$ cat src/rtl/ccg_pkg.sv
// Package: shared decode helpers for the codec clock generator.
// Assumes configuration codes as described in the brief.
package ccg_pkg;

    // M ratio code valid check
    function automatic logic m_code_ok(input logic [2:0] c);
        return (c == 3'b000) || (c == 3'b001) || (c[2:1] == 2'b11);
    endfunction

    // M ratio decode
    function automatic logic [2:0] m_decode(input logic [2:0] c);
        case (c)
            3'b000:  return 3'd3;
            3'b001:  return 3'd4;
            3'b110:  return 3'd1;
            default: return 3'd2;
        endcase
    endfunction

    // Twice the Q ratio, so half-integers stay integral
    function automatic logic [4:0] q2_decode(input logic [2:0] c);
        return c[2] ? (5'd9 + {1'b0, c[1:0], 1'b0}) : (5'd10 + {1'b0, c[1:0], 1'b0});
    endfunction

    // Oversampling code valid check
    function automatic logic over_code_ok(input logic [2:0] c);
        return (c == 3'b000) || (c == 3'b001) || (c >= 3'b101);
    endfunction

    // Oversampling ratio decode
    function automatic logic [7:0] over_decode(input logic [2:0] c);
        case (c)
            3'b000:  return 8'd160;
            3'b001:  return 8'd192;
            3'b101:  return 8'd64;
            3'b110:  return 8'd96;
            default: return 8'd128;
        endcase
    endfunction

endpackage

$ cat src/rtl/ccg_cfg_reg.sv
// Module: holds decoded divider settings loaded from the configuration word.
// Assumes cfg_load is a single-cycle strobe; reserved M or OVER codes are
// dropped field by field while other fields still load.
module ccg_cfg_reg
    import ccg_pkg::*;
(
    input  logic        clk,
    input  logic        rst_n,
    input  logic        load_i,
    input  logic [15:0] word_i,
    output logic [2:0]  m_o,
    output logic [4:0]  q2_o,
    output logic [7:0]  over_o
);
    logic [2:0] m_code;
    logic [2:0] q_code;
    logic [2:0] o_code;

    assign m_code = {word_i[13], word_i[12], word_i[8]};
    assign q_code = word_i[11:9];
    assign o_code = word_i[5:3];

    // Settings register: reset defaults M=4, Q=6, OVER=160
    always_ff @(posedge clk) begin
        if (!rst_n) begin
            m_o    <= 3'd4;
            q2_o   <= 5'd12;
            over_o <= 8'd160;
        end else if (load_i) begin
            if (m_code_ok(m_code))    m_o    <= m_decode(m_code);
            q2_o <= q2_decode(q_code);
            if (over_code_ok(o_code)) over_o <= over_decode(o_code);
        end
    end
endmodule

$ cat src/rtl/ccg_int_div.sv
// Module: integer divider that emits one enable per DIV enabled input cycles.
// Assumes div_i >= 1; a ratio lowered mid-count wraps on the next enable.
module ccg_int_div #(
    parameter int W = 3
) (
    input  logic         clk,
    input  logic         rst_n,
    input  logic         en_i,
    input  logic [W-1:0] div_i,
    output logic         tick_o
);
    logic [W-1:0] cnt;
    logic [W-1:0] last;

    assign last   = div_i - 1'b1;
    assign tick_o = en_i && (cnt >= last);

    // Count enabled cycles and wrap at the ratio
    always_ff @(posedge clk) begin
        if (!rst_n)       cnt <= '0;
        else if (tick_o)  cnt <= '0;
        else if (en_i)    cnt <= cnt + 1'b1;
    end
endmodule

$ cat src/rtl/ccg_half_div.sv
// Module: divider whose ratio is given doubled (q2_i = 2Q), so it also takes
// half-integer ratios. An odd q2_i alternates floor and ceil periods, and the
// average ratio is then exact.
module ccg_half_div #(
    parameter int QW = 5
) (
    input  logic          clk,
    input  logic          rst_n,
    input  logic          en_i,
    input  logic [QW-1:0] q2_i,
    output logic          tick_o
);
    localparam int CW = QW - 1;

    logic [CW-1:0] cnt;
    logic          long_ph;
    logic [CW-1:0] len;

    assign len    = q2_i[QW-1:1] + {{(CW-1){1'b0}}, q2_i[0] & long_ph};
    assign tick_o = en_i && (cnt >= len - 1'b1);

    // Count input enables within the current short or long period
    always_ff @(posedge clk) begin
        if (!rst_n)       cnt <= '0;
        else if (tick_o)  cnt <= '0;
        else if (en_i)    cnt <= cnt + 1'b1;
    end

    // Swap between floor and ceil periods for odd ratios
    always_ff @(posedge clk) begin
        if (!rst_n)       long_ph <= 1'b0;
        else if (tick_o)  long_ph <= q2_i[0] & ~long_ph;
    end
endmodule

$ cat src/rtl/ccg_frame_seq.sv
// Module: frame sequencer. In master mode it counts oversampling ticks and
// drives primary and secondary syncs; in slave mode it classifies the
// falling edges of an external sync. Assumes over_i is even and nonzero.
module ccg_frame_seq #(
    parameter int OW = 8
) (
    input  logic          clk,
    input  logic          rst_n,
    input  logic          os_tick_i,
    input  logic [OW-1:0] over_i,
    input  logic          master_i,
    input  logic          ctrl_i,
    input  logic          ext_fs_n_i,
    output logic          fs_n_o,
    output logic          prim_o,
    output logic          sec_o
);
    logic [OW-1:0] fcnt;
    logic [OW-1:0] nxt;
    logic          ext_q;
    logic          ext_fall;
    logic          want_sec;
    logic          is_pri;
    logic          is_sec;

    assign nxt      = (fcnt >= over_i - 1'b1) ? '0 : fcnt + 1'b1;
    assign is_pri   = (nxt == '0);
    assign is_sec   = ctrl_i && (nxt == (over_i >> 1));
    assign ext_fall = ext_q && !ext_fs_n_i;

    // Frame position counter; starts at all ones so the first tick is primary
    always_ff @(posedge clk) begin
        if (!rst_n)                                  fcnt <= '1;
        else if (!master_i && ext_fall && !want_sec) fcnt <= '0;
        else if (os_tick_i)                          fcnt <= nxt;
    end

    // Previous external sync level for edge detection
    always_ff @(posedge clk) begin
        if (!rst_n) ext_q <= 1'b1;
        else        ext_q <= ext_fs_n_i;
    end

    // Slave mode primary/secondary alternation
    always_ff @(posedge clk) begin
        if (!rst_n)                      want_sec <= 1'b0;
        else if (!master_i && ext_fall)  want_sec <= ctrl_i && !want_sec;
        else if (!ctrl_i)                want_sec <= 1'b0;
    end

    // Sync output and strobes
    always_ff @(posedge clk) begin
        if (!rst_n) begin
            fs_n_o <= 1'b1;
            prim_o <= 1'b0;
            sec_o  <= 1'b0;
        end else if (master_i) begin
            prim_o <= os_tick_i && is_pri;
            sec_o  <= os_tick_i && is_sec;
            if (os_tick_i) fs_n_o <= !(is_pri || is_sec);
        end else begin
            fs_n_o <= 1'b1;
            prim_o <= ext_fall && !(ctrl_i && want_sec);
            sec_o  <= ext_fall && ctrl_i && want_sec;
        end
    end
endmodule

$ cat src/rtl/codec_clkgen.sv
// Module: codec clock and frame generator top. It chains the M divider, the
// half-integer Q divider and the frame sequencer. Everything runs on the
// master clock; the shift clock is the os_tick enable.
module codec_clkgen #(
    parameter int MW = 3,
    parameter int QW = 5,
    parameter int OW = 8
) (
    input  logic        clk,
    input  logic        rst_n,
    input  logic        xtal_mode,
    input  logic        master,
    input  logic        ctrl_mode,
    input  logic [15:0] cfg_word,
    input  logic        cfg_load,
    input  logic        ext_fs_n,
    output logic        os_tick,
    output logic        fs_n,
    output logic        prim_strobe,
    output logic        sec_strobe
);
    logic [MW-1:0] m_val;
    logic [QW-1:0] q2_val;
    logic [OW-1:0] over_val;
    logic          m_tick;
    logic          q_tick;

    ccg_cfg_reg u_cfg (
        .clk(clk), .rst_n(rst_n), .load_i(cfg_load), .word_i(cfg_word),
        .m_o(m_val), .q2_o(q2_val), .over_o(over_val)
    );

    ccg_int_div #(.W(MW)) u_mdiv (
        .clk(clk), .rst_n(rst_n), .en_i(rst_n), .div_i(m_val), .tick_o(m_tick)
    );

    ccg_half_div #(.QW(QW)) u_qdiv (
        .clk(clk), .rst_n(rst_n), .en_i(m_tick), .q2_i(q2_val), .tick_o(q_tick)
    );

    assign os_tick = rst_n && (xtal_mode ? q_tick : 1'b1);

    ccg_frame_seq #(.OW(OW)) u_frame (
        .clk(clk), .rst_n(rst_n), .os_tick_i(os_tick), .over_i(over_val),
        .master_i(master), .ctrl_i(ctrl_mode), .ext_fs_n_i(ext_fs_n),
        .fs_n_o(fs_n), .prim_o(prim_strobe), .sec_o(sec_strobe)
    );
endmodule

$ cat config.mk
export PLATFORM = sky130hd
export DESIGN_NAME = codec_clkgen
export DESIGN_NICKNAME = d
export VERILOG_FILES = /design/src/rtl/ccg_pkg.sv /design/src/rtl/ccg_cfg_reg.sv /design/src/rtl/ccg_int_div.sv /design/src/rtl/ccg_half_div.sv /design/src/rtl/ccg_frame_seq.sv /design/src/rtl/codec_clkgen.sv
export SDC_FILE = /design/constraint.sdc
export NUM_CORES = 1
export LEC_CHECK = 0
export BUFFER_PORTS_ARGS = -buffer_cell sky130_fd_sc_hd__buf_2
export CORE_MARGIN = 3
export CORE_UTILIZATION = 54
export CTS_BUF_LIST = sky130_fd_sc_hd__clkbuf_8
export CTS_CLUSTER_SIZE = 28
export DETAILED_ROUTE_END_ITERATION = 16
export PLACE_DENSITY = 0.79
export SLEW_MARGIN = 20
export SYNTH_ARGS = -nofsm -noshare
export SYNTH_HDL_FRONTEND = slang
export SYNTH_SLANG_ARGS = --single-unit
$ cat constraint.sdc
create_clock -name clk -period 2.4 [get_ports clk]
set_input_delay 0.12 -clock clk [delete_from_list [all_inputs] [get_ports clk]]
set_output_delay 0.12 -clock clk [all_outputs]
set_load 0.1 [all_outputs]
==> results.toml <==
[outcome]
status = "finished with violations"
violations = "setup timing"

[setup_path]
crit_buf_inv = 2
critical_path.startpoint_type = "register"
cpMostUsedCell = "ha_1"
cpPeakStageDelay_ps = 540
critPathRequiredTime_ps = 2590
endpoint_kind = "register"
worst-setup-path-type = "register to register"
path_cells = "inv_1 > ha_1 > xnor2_1 > ha_1 > nand3_2 > nand2_4 > buf_6 > nor2_2 > a31o_1 > or4_4 > o211a_1"
cp_slowest_cell = "or4_4"
cp.arrival_ps = 2620
cp_max_fo = 4
cpLargestDelayFamily = "simple AND/OR/NAND/NOR gates"

[timing]
hold_viol = 0
setup_viol = 1
rsz0062_at_grt = "yes"
drv_slew = 0
relSlewSlack = 0.607
min_period_over_period = 1.01
max_freq_mhz = 411
final.min_clock_period_ps = 2430
worst_pin_slew_ps = 588
fin_ws_ps = -31.4
clock_skew_ps = 11.8

[floorplan]
die_w_um = 67.7
rows = 21
fp.dieH_um = 67.7
io_pins = 27
fp.dieArea_um2 = 4580
start_util = 0.588
core_area_um2 = 3490

[layout]
layout_common_cells = "dfxtp_1, o21ai_0, nand2_1, buf_2"
antennaDiodeCount = 0
layout_commonest_cell = "dfxtp_1"
drive_gt1_frac = 0.251
multi_input_area_um2 = 1390
syn2layout_area_growth_pct = 20.7
n_fill_cell = 266
fin_util = 0.709
nNetsFinal = 319
seqCellArea_um2 = 646
final_cells = 325

[pwr]
clockPowerShare = 0.263
sequentialPowerShare = 0.333
internal-power_uw = 1270
p_sw_uw = 743
ir_worst_vdd_mv = 0.428
p_leak_uw = 0.00105
power.total_uw = 2020
pwr-share-comb = 0.404
power.share.switching = 0.368
power_density_nw_per_um2 = 814

[logic_synthesis]
yosysTopAreaCellShare = 0.312
synth_top_area_cell = "dfxtp_1"
avgSynthCellArea_um2 = 8.25
synth-edff-count = 0
ys_warn_count = 0
synth_area_leaders = "dfxtp_1, ha_1, o21ai_0"
ys_ff_latch = 32
synth_cell_types = 47
synthArstFlopShare = 0
syn_nets = 290
synth_ff_type = "dfxtp_1"
ys_seq_area_frac = 0.312
syn_inst = 249
syn_area_um2 = 2050

[clocking]
worstSkewPairLatency_ps = 290
cts_buffers = 5
cts_tree = "built"
root_buffer = "clkbuf_8"
clk_pin_slew_worst_paths_ps = 70
cts_sinks = 32
cts_max_level = 2
ctsHoldBuffers = 0
cts_buffer_depth = 2

[placement]
gp_congestion = 0.821
detailed_place_hpwl_um = 3140
port_buffers = 19
placed_cells = 313

[global_route]
track_usage = 0.205
grt_pass1_wl_um = 7080
grt_max_degree = 33
grt_overflow = 0
antenna_found_initial = 0
grt_pass1_vias = 1664

[detailed_routing]
wl_met2_um = 2040
viasPerCell = 5.76
wl_per_cell_um = 14.0
drc = 0
wl_met1_um = 2160
drt_first_pass_iters = 4
highest_layer = "met4"
route.met3.wl_um = 207
wl_um = 4550
drt_iter0_markers = 122
vias = 1871
postRouteAntennaNets = 0

[worst_hold_path]
min_path_type = "input port to register"

[run]
max_cap_violations = 0
[worst paths after layout]
| check | slack, ps | end | depth (start not counted) | startpoint |
|---|---|---|---|---|
| min | 30 | u_frame.ext_q | 2 | ext_fs_n |
| max reg2reg | -30 | u_frame.fs_n_o | 11 | u_cfg.over_o[5] |
| max | -30 | u_frame.fs_n_o | 11 | u_cfg.over_o[5] |
| min reg2reg | 460 | u_mdiv.cnt[0] | 1 | u_mdiv.cnt[0] |
[power by group through the flow]
stage | combinational [µW] | clock [µW] | sequential (µW)
3_3_place_gp | 667 | 0 | 677
2_1_floorplan | 503 | 0 | 675
4_1_cts | 738 | 535 | 668
5_1_grt | 898 | 561 | 682
6_report | 816 | 530 | 672
3_5_place_dp | 691 | 0 | 680
[flip-flops by register name (all words and copies together), names as in the netlist]
register / cells
u_frame.fcnt: 8
u_qdiv.cnt: 4
u_frame.sec_o: 1
u_cfg.m_o: 3
u_mdiv.cnt: 3
u_cfg.q2_o: 5
u_frame.fs_n_o: 1
u_frame.ext_q: 1
u_cfg.over_o: 3
u_frame.want_sec: 1
u_frame.prim_o: 1
u_qdiv.long_ph: 1
[cells in the mapped netlist, types with 2 or more instances]
master / instances
a21oi_1: 8
o21ai_0: 23
nand3_1: 12
nand4_1: 3
a32oi_1: 4
a221o_1: 3
nand3b_1: 2
xor2_1: 4
a211o_1: 2
xnor2_1: 10
nor2_1: 17
ha_1: 18
mux2i_1: 4
and2_1: 4
nor3b_1: 4
a21o_1: 3
o211a_1: 2
dfxtp_1: 32
o211ai_1: 4
nor3_1: 3
clkbuf_1: 6
nand2_1: 21
nand2b_1: 5
buf_6: 2
and3_1: 4
a21boi_0: 3
or3_1: 4
a31oi_1: 3
a22oi_1: 2
inv_1: 16
nor2b_1: 4
buf_4: 2
[area by class of cell]
cell class / instances / area share
Multi-Input combinational cell: 190 / 0.559
Sequential cell: 32 / 0.260
Timing Repair Buffer: 32 / 0.0868
Clock buffer: 5 / 0.0278
Inverter: 17 / 0.0257
Tap cell: 46 / 0.0232
Clock inverter: 3 / 0.0172
[stage by stage]
stage | instance area, µm² | hold slack, ps | worst slack (ps) | TNS (ps)
3_5_place_dp | 2240 | 332 | -0.635 | -0.635
6_report | 2480 | 28.3 | -31.4 | -31.4
5_1_grt | 2480 | 31.8 | -135 | -283
2_1_floorplan | 2060 | 221 | 12.0 | 0
3_3_place_gp | 2240 | 320 | 30.9 | 0
4_1_cts | 2390 | 21.9 | 7.13 | 0
[cell families after synthesis]
| group | count (synthesis) | share of synthesized area |
|---|---|---|
| multiplexers | 4 | 0.0195 |
| adder cells (fa/ha/maj) | 18 | 0.110 |
| AO/OA/AOI/OAI | 63 | 0.203 |
| buffers and inverters | 27 | 0.0603 |
| XOR/XNOR | 14 | 0.0597 |
| flip-flops | 32 | 0.312 |
| AND/OR/NAND/NOR | 91 | 0.236 |
[layer usage]
| layer | vias up | GRT usage |
|---|---|---|
| met5 | - | 0 |
| met4 | 0 | 0.109 |
| met3 | 19 | 0.0616 |
| met2 | 50 | 0.335 |
| met1 | 849 | 0.238 |
| li1 | 953 | - |
[timing repair]
| item | 4_1_cts | 5_1_grt |
|---|---|---|
| setup buffers | 3 | 1 |
| pin swaps | 4 | 7 |
| endpoints found under the setup margin | 2 | 11 |
| gates resized for setup | 7 | 22 |
| endpoints found under the hold margin | 0 | 0 |
Note: power is estimated with default switching activity, not from simulation.
